--- src/rtl/adc_serial_port.sv ---
module adc_serial_port #(
  parameter int RES_W       = 12,
  parameter int ADDR_W      = 3,
  parameter int SYNC_STAGES = 2
) (
  input  logic              clk,
  input  logic              rst_n,
  input  logic              sclk,
  input  logic              rfs_n,
  input  logic              tfs_n,
  input  logic              sdi,
  input  logic              res_valid,
  input  logic [RES_W-1:0]  res_data,
  output logic              sdo,
  output logic              sdo_en,
  output logic [ADDR_W-1:0] ctl_addr,
  output logic              ctl_fmt,
  output logic              ctl_stby,
  output logic              conv_start
);
  localparam int CTL_W  = ADDR_W + 3;
  localparam int WORD_W = 1 + ADDR_W + RES_W;
  localparam int WCW    = $clog2(CTL_W + 1);
  localparam int RCW    = $clog2(WORD_W + 1);
  localparam logic [WCW-1:0] WC_FULL = WCW'(CTL_W);
  localparam logic [WCW-1:0] WC_LAST = WCW'(CTL_W - 1);
  localparam logic [RCW-1:0] RC_LAST = RCW'(WORD_W - 1);

  logic [SYNC_STAGES:0] sclk_s, rfs_s, tfs_s, sdi_s;

  always_ff @(posedge clk or negedge rst_n)
    if (!rst_n) begin
      sclk_s <= '1;
      rfs_s  <= '1;
      tfs_s  <= '1;
      sdi_s  <= '0;
    end else begin
      sclk_s <= {sclk_s[SYNC_STAGES-1:0], sclk};
      rfs_s  <= {rfs_s[SYNC_STAGES-1:0],  rfs_n};
      tfs_s  <= {tfs_s[SYNC_STAGES-1:0],  tfs_n};
      sdi_s  <= {sdi_s[SYNC_STAGES-1:0],  sdi};
    end

  wire sclk_fall = sclk_s[SYNC_STAGES] & ~sclk_s[SYNC_STAGES-1];
  wire sclk_rise = ~sclk_s[SYNC_STAGES] & sclk_s[SYNC_STAGES-1];
  wire rd_act    = ~rfs_s[SYNC_STAGES-1];
  wire rd_start  = rfs_s[SYNC_STAGES] & rd_act;
  wire wr_act    = ~tfs_s[SYNC_STAGES-1];
  wire din       = sdi_s[SYNC_STAGES-1];

  // write side
  logic [WCW-1:0]   wcnt;
  logic [CTL_W-2:0] wsr;

  always_ff @(posedge clk or negedge rst_n)
    if (!rst_n) begin
      wcnt       <= '0;
      wsr        <= '0;
      ctl_addr   <= '0;
      ctl_fmt    <= 1'b0;
      ctl_stby   <= 1'b0;
      conv_start <= 1'b0;
    end else begin
      conv_start <= 1'b0;
      if (!wr_act) begin
        wcnt <= '0;
      end else if (sclk_fall && wcnt < WC_FULL) begin
        wsr  <= {wsr[CTL_W-3:0], din};
        wcnt <= wcnt + 1'b1;
        if (wcnt == WC_LAST) begin
          ctl_addr   <= wsr[CTL_W-2 -: ADDR_W];
          ctl_fmt    <= wsr[1];
          conv_start <= wsr[0];
          ctl_stby   <= din;
        end
      end
    end

  // read side
  logic [RES_W-1:0]  res_q;
  logic [WORD_W-1:0] rsr;
  logic [RCW-1:0]    rcnt;
  logic              pend;

  always_ff @(posedge clk or negedge rst_n)
    if (!rst_n)         res_q <= '0;
    else if (res_valid) res_q <= res_data;

  wire [WORD_W-1:0] load_word = {ctl_fmt, ctl_addr, res_valid ? res_data : res_q};
  wire              rd_shift  = rd_act & ~rd_start & sdo_en & sclk_rise & pend;

  always_ff @(posedge clk or negedge rst_n)
    if (!rst_n) begin
      rsr    <= '0;
      rcnt   <= '0;
      pend   <= 1'b0;
      sdo_en <= 1'b0;
    end else if (!rd_act) begin
      rcnt   <= '0;
      pend   <= 1'b0;
      sdo_en <= 1'b0;
    end else if (rd_start) begin
      rsr    <= load_word;
      rcnt   <= '0;
      pend   <= 1'b0;
      sdo_en <= 1'b1;
    end else if (sdo_en) begin
      if (sclk_fall) begin
        pend <= 1'b1;
      end else if (rd_shift) begin
        pend <= 1'b0;
        rsr  <= {rsr[WORD_W-2:0], 1'b0};
        rcnt <= rcnt + 1'b1;
        if (rcnt == RC_LAST) sdo_en <= 1'b0;
      end
    end

  assign sdo = sdo_en & rsr[WORD_W-1];

endmodule

--- config.mk ---
export PLATFORM = sky130hd
export DESIGN_NAME = adc_serial_port
export DESIGN_NICKNAME = d
export VERILOG_FILES = /design/src/rtl/adc_serial_port.sv
export SDC_FILE = /design/constraint.sdc
export NUM_CORES = 1
export LEC_CHECK = 0
export BUFFER_PORTS_ARGS = -buffer_cell sky130_fd_sc_hd__buf_2
export CAP_MARGIN = 20
export CORE_MARGIN = 4
export CORE_UTILIZATION = 54
export DETAILED_ROUTE_END_ITERATION = 12
export HOLD_SLACK_MARGIN = 0.05
export PLACE_DENSITY = 0.74
export SLEW_MARGIN = 20
export SYNTH_ARGS = -nofsm -noshare
export SYNTH_HDL_FRONTEND = slang
export SYNTH_SLANG_ARGS = --single-unit
--- constraint.sdc ---
create_clock -name clk -period 4.6 [get_ports clk]
set_clock_uncertainty 0.2 [all_clocks]
set_input_delay 0.23 -clock clk [delete_from_list [all_inputs] [get_ports clk]]
set_output_delay 0.23 -clock clk [all_outputs]
set_load 0.005 [all_outputs]
==> flow_summary.yaml <==
synthesis:
  ys.flop_type: "dfrtp_1"
  ys_warn_count: 0
  synth_nets: 214
  seq_area_frac_synth: 0.5801
  ys_ff_latch: 59
  synth_edf_count: 0
  synth_top_area_cell: "dfrtp_1"
  synthArstFlopShare: 1.000
  yosys-top-cells-area: "dfrtp_1 50%, dfstp_2 8.2%, mux2_1 6.2%"
  synth_cell_type_count: 38
  netlist.area_leader.share: 0.4980
  syn_area_um2: 2562
  syn_area_per_cell_um2: 13.42
  syn-instance-count: 191
power_and_ir_drop:
  p_int_mw: 0.9166
  p_comb_frac: 0.115
  p_leak_nw: 1.383
  ir_drop_mv: 0.3019
  p_per_area_nw_per_um2: 392.8
  swShare: 0.2359
  clock_power_share: 0.373
  switching_power_mw: 0.2830
  p_seq_frac: 0.512
cts:
  clock_latency_ns: 0.33
  ctsHoldBuffers: 17
  cts_sinks: 59
  post_cts_buffers: 0
  clk_path_buf_depth: 2
  cts_tree: "yes"
  ctsResizeCount: 0
  h-tree-depth: 3
  clockRootBuffer: "clkbuf_8"
  cts_made_buffers: 9
  clk_pin_slew_ns: 0.06
floorplan:
  coreArea_um2: 4474
  ios: 27
  dieArea_um2: 5911
  rows: 24
  fp.dieH_um: 76.89
  die_w_um: 76.89
  initial_utilization: 0.5727
route:
  vias: 1610
  drt_pass1_iterations: 4
  first_iter_violations: 141
  ant_nets: 0
  wirelength_um: 4737
  drc: 0
  wl_per_cell_um: 16.33
  via_per_inst: 5.552
flow_run:
  maxCapViolCount: 0
critical_path:
  cp_max_fo: 19
  reg2reg_depth: 3
  cp-start-kind: "flip-flop"
  r2r_end: "rsr[12]"
  arrival_ns: 2.25
  ff2ff_setup_slack_ns: 2.41
  path_class: "reg -> reg"
  endpoint_kind: "flip-flop"
  r2r_start: "rfs_s[2]"
  crit_required_ns: 4.66
final_layout:
  drive_gt1_frac: 0.3361
  layout.nets: 256
  antenna_cells: 0
  areaGrowthSynthToFinish_pct: 19.19
  fin_cells: 290
place:
  gp_congestion: 0.7429
  io_buffer_count: 26
  dp_hpwl_um: 3045
  dp.cells: 257
sta:
  setup_violations: 0
  worst_pin_slew_ns: 0.9203
  fin_tns_setup_ns: 0
  period_share: 0.4750
  grt_setup_unrepaired: "false"
  hold_violations: 0
  fmax_ghz: 0.4576
  max_slew_margin: 0.3864
  post-route-min-period_ns: 2.185
  report.final.slew_viol_count: 0
grt:
  grt_max_degree: 60
  grt_overflow: 0
  gr-usage-all-layers: 0.1806
  grt_pass1_vias: 1700
  grt_pass1_wl_um: 8321
  antenna_found_initial: 0
hold_path:
  min_path_cells: 0
  holdPathEnd: "sclk_s[1]"
  holdCritStartpoint: "sclk_s[0]"
  hold_path.class: "reg -> reg"
outcome:
  status: "finished clean"
routing by layer:
layer / wire length (µm) / up-vias / GRT usage
met1: 2100 / 776 / 0.2281
met5: 0 / - / 0
met4: 63 / 0 / 0.07065
li1: - / 776 / -
met2: 2368 / 50 / 0.2857
met3: 204 / 8 / 0.06206
worst max-delay path: stages, from the launching register on:
cell     delay [ns]
dfstp_2        0.70
inv_2          0.21
a21oi_2        0.78
o22a_1         0.24
worst max-delay path by stage:
stage / from / end / slack [ns]
after floorplan: sclk_s[2] / ctl_addr[0] / 2.84
after global placement: rfs_s[2] / rsr[15] / 2.53
after detailed placement: rfs_s[2] / rsr[13] / 2.44
after CTS: rfs_s[2] / rsr[12] / 2.43
after global routing: rfs_s[2] / rsr[4] / 2.29
final: rfs_s[2] / rsr[12] / 2.41
power by group through the flow:
| stage | sequential, mW | clock [mW] | combinational (mW) |
|---|---|---|---|
| floorplan | 0.609 | 0 | 0.101 |
| global placement | 0.618 | 0 | 0.124 |
| detailed placement | 0.621 | 0 | 0.129 |
| CTS | 0.613 | 0.455 | 0.140 |
| global route | 0.621 | 0.485 | 0.153 |
| finish | 0.614 | 0.447 | 0.138 |
logic make-up (layout without fill, tap and decap cells):
kind of cell,count (synthesis),after routing,share of synthesized area
adder cells (fa/ha/maj),4,4,0.01953
multiplexers,22,22,0.1040
buffers and inverters,18,65,0.03857
XOR/XNOR,1,1,0.003419
flip-flops,59,59,0.5801
AND/OR/NAND/NOR,39,39,0.09668
AO/OA/AOI/OAI,48,48,0.1577
layout by cell type (no fill, tap or decap):
master	Yosys	layout
inv_2	1	1
a211oi_1	1	1
nand2b_1	2	2
a311oi_1	2	2
nand2_1	3	3
or2_0	3	3
o22a_1	4	4
nand4b_4	1	1
a21oi_1	7	7
nor2_1	8	8
clkinvlp_4	0	2
buf_2	4	26
mux2_4	5	5
ha_1	4	4
xnor2_1	1	1
clkinv_2	0	1
nand3_1	1	1
or2_2	8	8
dfstp_2	8	8
and3_1	1	1
a32o_1	1	1
or3_1	4	4
mux2_2	3	3
dfrtp_1	51	51
inv_1	4	4
dlygate4sd3_1	0	17
clkbuf_8	0	13
nand2b_4	1	1
a2bb2oi_1	7	7
o22ai_1	11	11
and2_1	3	3
and4b_1	2	2
buf_4	3	1
o21ai_1	2	2
a21oi_2	1	1
o21ai_0	3	3
nor2b_1	2	2
mux2_1	14	14
a2bb2oi_2	9	9
sequential cells by signal (all words and copies together) (netlist names):
name,flops
ctl_stby,1
conv_start,1
tfs_s,2
sdi_s,2
rcnt,5
rsr,16
ctl_addr,3
sdo_en,1
rfs_s,3
pend,1
sclk_s,3
wsr,5
res_q,12
wcnt,3
ctl_fmt,1
area by class of cell:
type,instances,area [µm²]
sequential,59,1486
fill,303,1420
multi-input combinational,114,977.2
timing repair buffer,44,307.8
clock buffer,13,178.9
tap,52,65.06
clock inverter,3,20.02
inverter,5,18.77
cells in the mapped netlist (5+ instances only):
cell and instances:
a21oi_1 7, a2bb2oi_1 7, a2bb2oi_2 9, dfrtp_1 51
dfstp_2 8, mux2_1 14, mux2_4 5, nor2_1 8
o22ai_1 11, or2_2 8
metrics by stage:
step / hold WS [ns] / total power, mW / utilization / cell area, µm² / setup WS (ns)
after detailed placement: 0.1375 / 0.7502 / 0.6001 / 2685 / 2.441
after floorplan: -0.2656 / 0.7091 / - / 2562 / 2.837
final: 0.1562 / 1.200 / 0.6826 / 3054 / 2.415
after global routing: 0.1628 / 1.259 / 0.6826 / 3054 / 2.287
after CTS: 0.1572 / 1.208 / 0.6826 / 3054 / 2.430
after global placement: 0.1362 / 0.7413 / 0.6001 / 2685 / 2.532
No activity file was read; power rests on OpenSTA's default activity.
